<file path="src/rtl/mdio_mgmt_pkg.sv">
package mdio_mgmt_pkg;
    localparam int          CMD_W   = 32;
    localparam int          DATA_W  = 16;
    localparam int          OP_HI   = 29;
    localparam int          OP_LO   = 28;
    localparam logic [1:0]  OP_READ = 2'b10;
endpackage

</file>
<file path="src/rtl/mdio_clkdiv.sv">
module mdio_clkdiv #(
    parameter int DIV_W = 8
) (
    input  logic             clk,
    input  logic             rst_n,
    input  logic             run,
    input  logic [DIV_W-1:0] speed,
    output logic             mdc,
    output logic             rise_stb,
    output logic             fall_stb
);
    typedef struct packed {
        logic [DIV_W-1:0] cnt;
        logic             mdc;
    } div_t;

    div_t q, d;
    logic tick;

    always_comb begin
        d    = q;
        tick = run && (q.cnt == (speed - DIV_W'(1)));
        if (!run) begin
            d.cnt = '0;
            d.mdc = 1'b0;
        end else if (tick) begin
            d.cnt = '0;
            d.mdc = ~q.mdc;
        end else begin
            d.cnt = q.cnt + DIV_W'(1);
        end
    end

    always_ff @(posedge clk or negedge rst_n) begin
        if (!rst_n) q <= '0;
        else        q <= d;
    end

    assign mdc      = q.mdc;
    assign rise_stb = tick && !q.mdc;
    assign fall_stb = tick && q.mdc;

    // clock parks low whenever no frame runs
    a_r2_idle_low: assert property (@(posedge clk) disable iff (!rst_n)
        !run |=> !mdc);

    // between divider terminal counts the clock level holds
    a_r2_hold_level: assert property (@(posedge clk) disable iff (!rst_n)
        (run && !rise_stb && !fall_stb) |=> $stable(mdc));
endmodule

</file>
<file path="src/rtl/mdio_frame_seq.sv">
module mdio_frame_seq
    import mdio_mgmt_pkg::*;
#(
    parameter int PRE_LEN = 32
) (
    input  logic              clk,
    input  logic              rst_n,
    input  logic              go,
    input  logic [CMD_W-1:0]  cmd_in,
    input  logic              rise_stb,
    input  logic              fall_stb,
    input  logic              mdio_i,
    output logic              mdio_o,
    output logic              mdio_oe,
    output logic              busy,
    output logic              is_read,
    output logic              done,
    output logic [DATA_W-1:0] rdata
);
    localparam int FRAME_LEN = PRE_LEN + CMD_W;
    localparam int IDX_W     = $clog2(FRAME_LEN);
    localparam logic [IDX_W-1:0] LAST_IDX  = IDX_W'(FRAME_LEN - 1);
    localparam logic [IDX_W-1:0] PRE_END   = IDX_W'(PRE_LEN);
    localparam logic [IDX_W-1:0] REL_START = IDX_W'(FRAME_LEN - DATA_W - 2);
    localparam logic [IDX_W-1:0] CAP_START = IDX_W'(FRAME_LEN - DATA_W);

    typedef struct packed {
        logic              busy;
        logic              rd;
        logic [IDX_W-1:0]  idx;
        logic [CMD_W-1:0]  sh;
        logic [DATA_W-1:0] cap;
    } seq_t;

    seq_t q, d;

    always_comb begin
        d    = q;
        done = 1'b0;
        if (go) begin
            d.busy = 1'b1;
            d.rd   = (cmd_in[OP_HI:OP_LO] == OP_READ);
            d.idx  = '0;
            d.sh   = cmd_in;
            d.cap  = '0;
        end else if (q.busy) begin
            if (rise_stb && q.rd && (q.idx >= CAP_START))
                d.cap = {q.cap[DATA_W-2:0], mdio_i};
            if (fall_stb) begin
                if (q.idx == LAST_IDX) begin
                    d.busy = 1'b0;
                    done   = 1'b1;
                end else begin
                    d.idx = q.idx + IDX_W'(1);
                    if (q.idx >= PRE_END)
                        d.sh = {q.sh[CMD_W-2:0], 1'b0};
                end
            end
        end
    end

    always_ff @(posedge clk or negedge rst_n) begin
        if (!rst_n) q <= '0;
        else        q <= d;
    end

    assign mdio_o  = (q.idx < PRE_END) ? 1'b1 : q.sh[CMD_W-1];
    assign mdio_oe = q.busy && !(q.rd && (q.idx >= REL_START));
    assign busy    = q.busy;
    assign is_read = q.rd;
    assign rdata   = q.cap;

    // the preamble is always driven high
    a_r3_preamble_driven: assert property (@(posedge clk) disable iff (!rst_n)
        (q.busy && (q.idx < PRE_END)) |-> (mdio_oe && mdio_o));

    // the line is only ever released on a read
    a_r4_release_read_only: assert property (@(posedge clk) disable iff (!rst_n)
        (q.busy && !mdio_oe) |-> q.rd);

    // an accepted command starts a frame at bit zero
    a_r1_start_busy: assert property (@(posedge clk) disable iff (!rst_n)
        go |=> (busy && (q.idx == '0)));
endmodule

</file>
<file path="src/rtl/mdio_mgmt_engine.sv">
module mdio_mgmt_engine
    import mdio_mgmt_pkg::*;
#(
    parameter int DIV_W   = 8,
    parameter int PRE_LEN = 32,
    parameter int EVT_BIT = 23
) (
    input  logic             clk,
    input  logic             rst_n,
    input  logic [DIV_W-1:0] speed,
    input  logic             cmd_we,
    input  logic [31:0]      cmd_wdata,
    input  logic             evt_clr_we,
    input  logic [31:0]      evt_clr_wdata,
    output logic [31:0]      rd_data,
    output logic [31:0]      event_o,
    output logic             busy,
    output logic             mdc,
    output logic             mdio_o,
    output logic             mdio_oe,
    input  logic             mdio_i
);
    typedef struct packed {
        logic [CMD_W-1:0] data;
        logic [31:0]      evt;
    } regs_t;

    regs_t q, d;

    logic              go, done, is_read, rise_stb, fall_stb;
    logic [DATA_W-1:0] rdata;

    assign go = cmd_we && !busy && (speed != '0);

    mdio_clkdiv #(.DIV_W(DIV_W)) i_div (
        .clk      (clk),
        .rst_n    (rst_n),
        .run      (busy),
        .speed    (speed),
        .mdc      (mdc),
        .rise_stb (rise_stb),
        .fall_stb (fall_stb)
    );

    mdio_frame_seq #(.PRE_LEN(PRE_LEN)) i_seq (
        .clk      (clk),
        .rst_n    (rst_n),
        .go       (go),
        .cmd_in   (cmd_wdata),
        .rise_stb (rise_stb),
        .fall_stb (fall_stb),
        .mdio_i   (mdio_i),
        .mdio_o   (mdio_o),
        .mdio_oe  (mdio_oe),
        .busy     (busy),
        .is_read  (is_read),
        .done     (done),
        .rdata    (rdata)
    );

    always_comb begin
        d = q;
        if (go)
            d.data = cmd_wdata;
        else if (done && is_read)
            d.data[DATA_W-1:0] = rdata;
        if (evt_clr_we)
            d.evt = q.evt & ~evt_clr_wdata;
        if (done)
            d.evt[EVT_BIT] = 1'b1;
    end

    always_ff @(posedge clk or negedge rst_n) begin
        if (!rst_n) q <= '0;
        else        q <= d;
    end

    assign rd_data = q.data;
    assign event_o = q.evt;

    // completion is flagged when busy drops
    a_r6_event_on_finish: assert property (@(posedge clk) disable iff (!rst_n)
        $fell(busy) |-> event_o[EVT_BIT]);

    // a zero divider never starts a frame
    a_r8_zero_speed_blocks: assert property (@(posedge clk) disable iff (!rst_n)
        (!busy && (speed == '0)) |=> !busy);

    // the data register holds while a frame is in flight
    a_r9_data_hold: assert property (@(posedge clk) disable iff (!rst_n)
        (busy && !done) |=> $stable(rd_data));
endmodule

</file>
<file path="config.mk">
export PLATFORM = sky130hd
export DESIGN_NAME = mdio_mgmt_engine
export DESIGN_NICKNAME = d
export VERILOG_FILES = /design/src/rtl/mdio_mgmt_pkg.sv /design/src/rtl/mdio_clkdiv.sv /design/src/rtl/mdio_frame_seq.sv /design/src/rtl/mdio_mgmt_engine.sv
export SDC_FILE = /design/constraint.sdc
export NUM_CORES = 1
export LEC_CHECK = 0
export ABC_AREA = 0
export BUFFER_PORTS_ARGS = -buffer_cell sky130_fd_sc_hd__buf_2
export CAP_MARGIN = 20
export CORE_UTILIZATION = 53
export CTS_CLUSTER_DIAMETER = 120
export DETAILED_ROUTE_END_ITERATION = 12
export GPL_TIMING_DRIVEN = 1
export PLACE_DENSITY_LB_ADDON = 0.3
export SLEW_MARGIN = 15
export SYNTH_ARGS = -nofsm -noshare
export SYNTH_HDL_FRONTEND = slang
export SYNTH_SLANG_ARGS = --single-unit
</file>
<file path="constraint.sdc">
create_clock -name clk -period 3 [get_ports clk]
set_input_delay 0.6 -clock clk [delete_from_list [all_inputs] [get_ports clk]]
set_output_delay 0.6 -clock clk [all_outputs]
set_load 0.005 [all_outputs]
</file>
# After elaboration in Yosys (flattened, before gate mapping)
# Index checks and enable logic that the tools add are counted.
# op_classes
eq_ne,5
n_lt_le_gt_ge,4
n_reduce_logical,23
muxes,22
multipliers,0
bitwise_logic,3
add_sub_neg,3
div,0
n_shift,0
# op_table
operator,count
two-way mux 54 bit,2
two-way mux 38 bit,2
two-way mux 16 bit,3
bitwise AND 32 bit,1
two-way mux 32 bit,1
inverter 32 bit,1
two-way mux 24 bit,1
greater-or-equal comparator 6 bit (second input constant),3
nonzero test 2 bit,6
two-way mux 1 bit,11
logical AND 1 bit,10
two-way mux 9 bit,1
adder 8 x 1 -> 8 bit (second input constant),1
== test 8 bit,1
two-way mux 8 bit,1
nonzero test 8 bit,1
subtractor 8 x 1 -> 8 bit (second input constant),1
adder 6 x 1 -> 6 bit (second input constant),1
== test 6 bit (second input constant),1
less-than comparator 6 bit (second input constant),1
inequality test 2 bit (second input constant),2
AND reduction 4 bit,1
logical NOT 1 bit,3
AND reduction 3 bit,1
other kinds (3),3
# totals
reg_bits,129
romBits,0
input_bits,77
output_inout_bits,68
latchBits,0
ram_bits,0
wordCells,71
n_memories,0

# Depth between registers and ports, before layout
# depth
depth_word,10
mapped_depth,9
mapped_depth_nobuf,7

# Modules after synthesis
# From an unflattened synthesis, not the netlist that was laid out.
# hier_totals
cells_unflattened,528
area_unflattened_um2,6214.7
# by_module_without_submodules
mod,n_inst,seq_area_each_um2,cells_each,area_each_um2
mdio_frame_seq,1,1401.3,296,2932.8
mdio_mgmt_engine,1,1601.5,157,2601.2
mdio_clkdiv,1,225.2,75,680.7

# Worst setup path before layout
# No wires, ideal clock.
# synth_path
kind,in2reg
from,in speed[0]
to,"reg q, in the netlist rd_data[10]"
required_time_ns,2.877
path_buffers,2
path_slack_ns,-0.199
path_stages,9
t_arrival_ns,3.077
setup_ns,0.123
cell_sequence,inv_1 > ha_1 > or3b_1 > or4_4 > a221o_1 > or4_1 > buf_2 > buf_6 > o221a_1
# synth_via
elab_chain_cells,9
elab_cells_between_ends,12
cone_classes,add/sub: 1; eq/ne: 1; mux: 4; reduce/logical: 6
# synth_rtl
item,line_no,rtl
start: declaration,mdio_mgmt_engine.sv:10,"input logic [DIV_W-1:0] speed,"
subtractor 8 x 1 -> 8 bit,mdio_clkdiv.sv:22,tick = run && (q.cnt == (speed - DIV_W'(1)));
== test 8 bit,mdio_clkdiv.sv:22,
logical AND 1 bit,mdio_clkdiv.sv:22,
logical AND 1 bit,mdio_clkdiv.sv:41,assign fall_stb = tick && q.mdc;
two-way mux 1 bit,mdio_frame_seq.sv:49,if (fall_stb) begin
two-way mux 1 bit,mdio_frame_seq.sv:46,end else if (q.busy) begin
two-way mux 1 bit,mdio_frame_seq.sv:40,if (go) begin
logical AND 1 bit,mdio_mgmt_engine.sv:65,else if (done && is_read)
nonzero test 2 bit (no source line),-,
end signal: assignment,mdio_mgmt_engine.sv:74,if (!rst_n) q <= '0;
end signal: assignment,mdio_mgmt_engine.sv:75,else q <= d;
end: declaration,mdio_mgmt_engine.sv:28,"regs_t q, d;"
# Parallel ways exist; a longest one is shown, timed or not.
# A chain may end at the register's enable or synchronous reset.

# Worst setup path after layout
# layout_path
from,in speed[1]
to,"reg q, in the netlist rd_data[0]"
# The elaborated chain is that of the path after synthesis.

==> out/results.tsv <==
metric	value	unit
crit_chain	buf_2 > inv_2 > ha_4 > or3b_1 > or4_4 > a221o_1 > or4_1 > buf_4 > o221a_2	
outcome	completed	
drc	0	
nets	765	
yosysSeqAreaShare	56.4	%
cts_resized	0	
clk_latency	0.53	ns
cts_made_buffers	17	
cts_hold_buf	0	
synth_flop_cell	dfrtp_1	
grt_max_degree	69	
synth_top_area_share	56.4	%
relSlewSlack	57.4	%
cp_max_fo	16	
ys_types	47	
cp_num_buf_inv	3	
drive_gt1_share	32.2	%
skew	0.00861	ns
synth_async_sr_flop_share	100	%
timing.final.crit_share	86.1	%
synth_edf_count	0	
final_cell_mix	buf_2 (143), dfrtp_1 (129), nand2_1 (83)	
yosys-top-cells-area	dfrtp_1 (56%), nand2_1 (5.4%), a21boi_0 (4.2%)	
cp_data_arrival_time	2.99	ns
grt_setup_unrepaired	false	
fp.dieArea	11200	um^2
nFillCells	795	
gp_congestion	0.807	
grt.overflow.total	0	
rows	37	
cp-end-kind	flop	
maxCapViolations	0	
dp_slack	-0.0849	ns
htree_num_levels	4	
area_delta_synth_final	27.9	%
grt_pass1_wl	22600	um
setup_ws	0.418	ns
antenna_left	0	
grt_pass1_vias	4701	
hold_class	input pin to async pin	
cp-start-kind	input pin	
clockRootBuffer	clkbuf_8	
core	10400	um^2
cp.required	3.41	ns
cts_tree	done	
slowest_stage	or4_4	
cpLargestDelayFamily	simple AND/OR/NAND/NOR gates	
boundaryPins	145	
yosys_warnings	0	
dp_hpwl	9340	um
syn_area	5720	um^2
ir_drop	0.000411	V
worst_pin_slew	0.639	ns
port_buffers	144	
die_x	106	um
max_freq	0.387	GHz
detail_route.first_pass.iterations	4	
postCtsSetupRepairBufs	0	
synth_area_per_cell	10.9	um^2
final_common_cell	buf_2	
dp.cells	800	
tns	0	ns
grt_antenna_before_repair	0	
initial_core_util	54.9	%
grtUsageTotal	25.8	%
instances_no_fill	832	
cpPeakStageDelay	0.43	ns
critPathKind	input pin to flop	
final_max_slew_viol_count	0	
post-synth-top-area-cell	dfrtp_1	
finalHoldViolCount	0	
drt_wl_total	13600	um
clock_sinks	129	
drt_iter0_markers	288	
fin_crit	2.58	ns
power.density	704	nW/um^2
syn_inst	524	
p_leak	3.57	nW
syn_nets	606	
die_h	106	um
synth_seq_cells	129	
routed_via_density	5.67	
setup_viol	0	
diodes	0	
whs	0.0807	ns
clk_pin_slew_worst_paths	0.06	ns
vias	4716	
cts_buffer_depth	2	
wl_per_cell	16.3	um
-- area by class of cell --
type | instances | area (um^2) | share of cell area (%)
clock buffers | 19 | 442 | 6.04
multi-input cells | 348 | 2350 | 32.1
repair buffers | 176 | 988 | 13.5
inverters | 11 | 41.3 | 0.564
clock inverters | 13 | 101 | 1.39
well taps | 136 | 170 | 2.33
flip-flops and latches | 129 | 3230 | 44.1
-- final timing paths --
| path | endpoint | startpoint | slack [ns] | depth (start not counted) |
|---|---|---|---|---|
| max | rd_data[0] | speed[1] | 0.42 | 9 |
| min | i_div.q[2] | rst_n | 0.08 | 1 |
| max reg2reg | rd_data[0] | i_div.q[5] | 0.56 | 6 |
| min reg2reg | rd_data[31] | rd_data[31] | 0.47 | 2 |
| max in group asynchronous | i_seq.is_read | rst_n | 2.02 | 2 |
| min in group clk | event_o[31] | evt_clr_wdata[31] | 0.24 | 2 |
-- through the flow --
stage | cell area, um^2 | util (%) | power [W]
after floorplan | 5750 | - | 0.00285
after global placement | 6770 | 65.0 | 0.00325
after detailed placement | 6770 | 65.0 | 0.00330
after CTS | 7320 | 70.2 | 0.00519
after global routing | 7320 | 70.2 | 0.00542
final | 7320 | 70.2 | 0.00515
-- synth_stat cells, drive strengths merged, types with 2 or more instances --
master / number
and3: 5
xor2: 7
clkbuf: 32
nor2: 24
o21ai: 5
inv: 11
o211ai: 17
nor4: 2
a21oi: 6
nor3: 3
dfrtp: 129
o221a: 16
ha: 5
o311a: 15
nand2: 83
o41ai: 2
o2111ai: 2
a21o: 2
mux2i: 17
or4: 7
o31ai: 15
buf: 4
nand3: 12
xnor2: 7
nand2b: 17
nand4: 23
a21boi: 32
and2: 9
-- worst reg2reg max path, cell delays in order, from the launching register on --
cell and delay [ns]:
dfrtp_1 0.42, xnor2_1 0.17, a311oi_1 0.43, o211ai_1 0.26
or4_1 0.56, buf_4 0.21, o221a_2 0.28
-- state kept, by name (all words and copies together) (netlist names) --
signal         flops
i_seq.q           38
rd_data           32
event_o           32
i_div.mdc          1
i_seq.is_read      1
i_div.q            8
i_seq.rdata       16
i_seq.busy         1
-- per-layer routing --
metal,wire (um),GRT usage [%],part of all wire [%]
met4,154,6.85,1.1
met2,6410,40.6,47
met3,879,6.68,6.5
met1,6150,36.0,45
met5,0,0,0
-- power by group --
| group | switching (W) | internal, W | leakage, nW |
|---|---|---|---|
| combinational | 0.000500 | 0.000507 | 1.66 |
| clock | 0.000799 | 0.00107 | 0.270 |
| sequential | 0.000204 | 0.00207 | 1.64 |
| total | 0.00150 | 0.00365 | 3.57 |
-- cells by family (layout without fill, tap and decap cells) --
| kind of cell | Yosys count | in the layout | share of synthesized area, % |
|---|---|---|---|
| muxes | 18 | 18 | 3.17 |
| DFF | 129 | 129 | 56.4 |
| buffers and inverters | 47 | 219 | 3.39 |
| AOI/OAI and AO/OA | 122 | 122 | 17.6 |
| and+or+nand+nor | 188 | 188 | 15.8 |
| xor gates and xnor gates | 15 | 15 | 2.54 |
| adders and majority gates | 5 | 5 | 1.09 |
(Power assumes the default switching activity.)
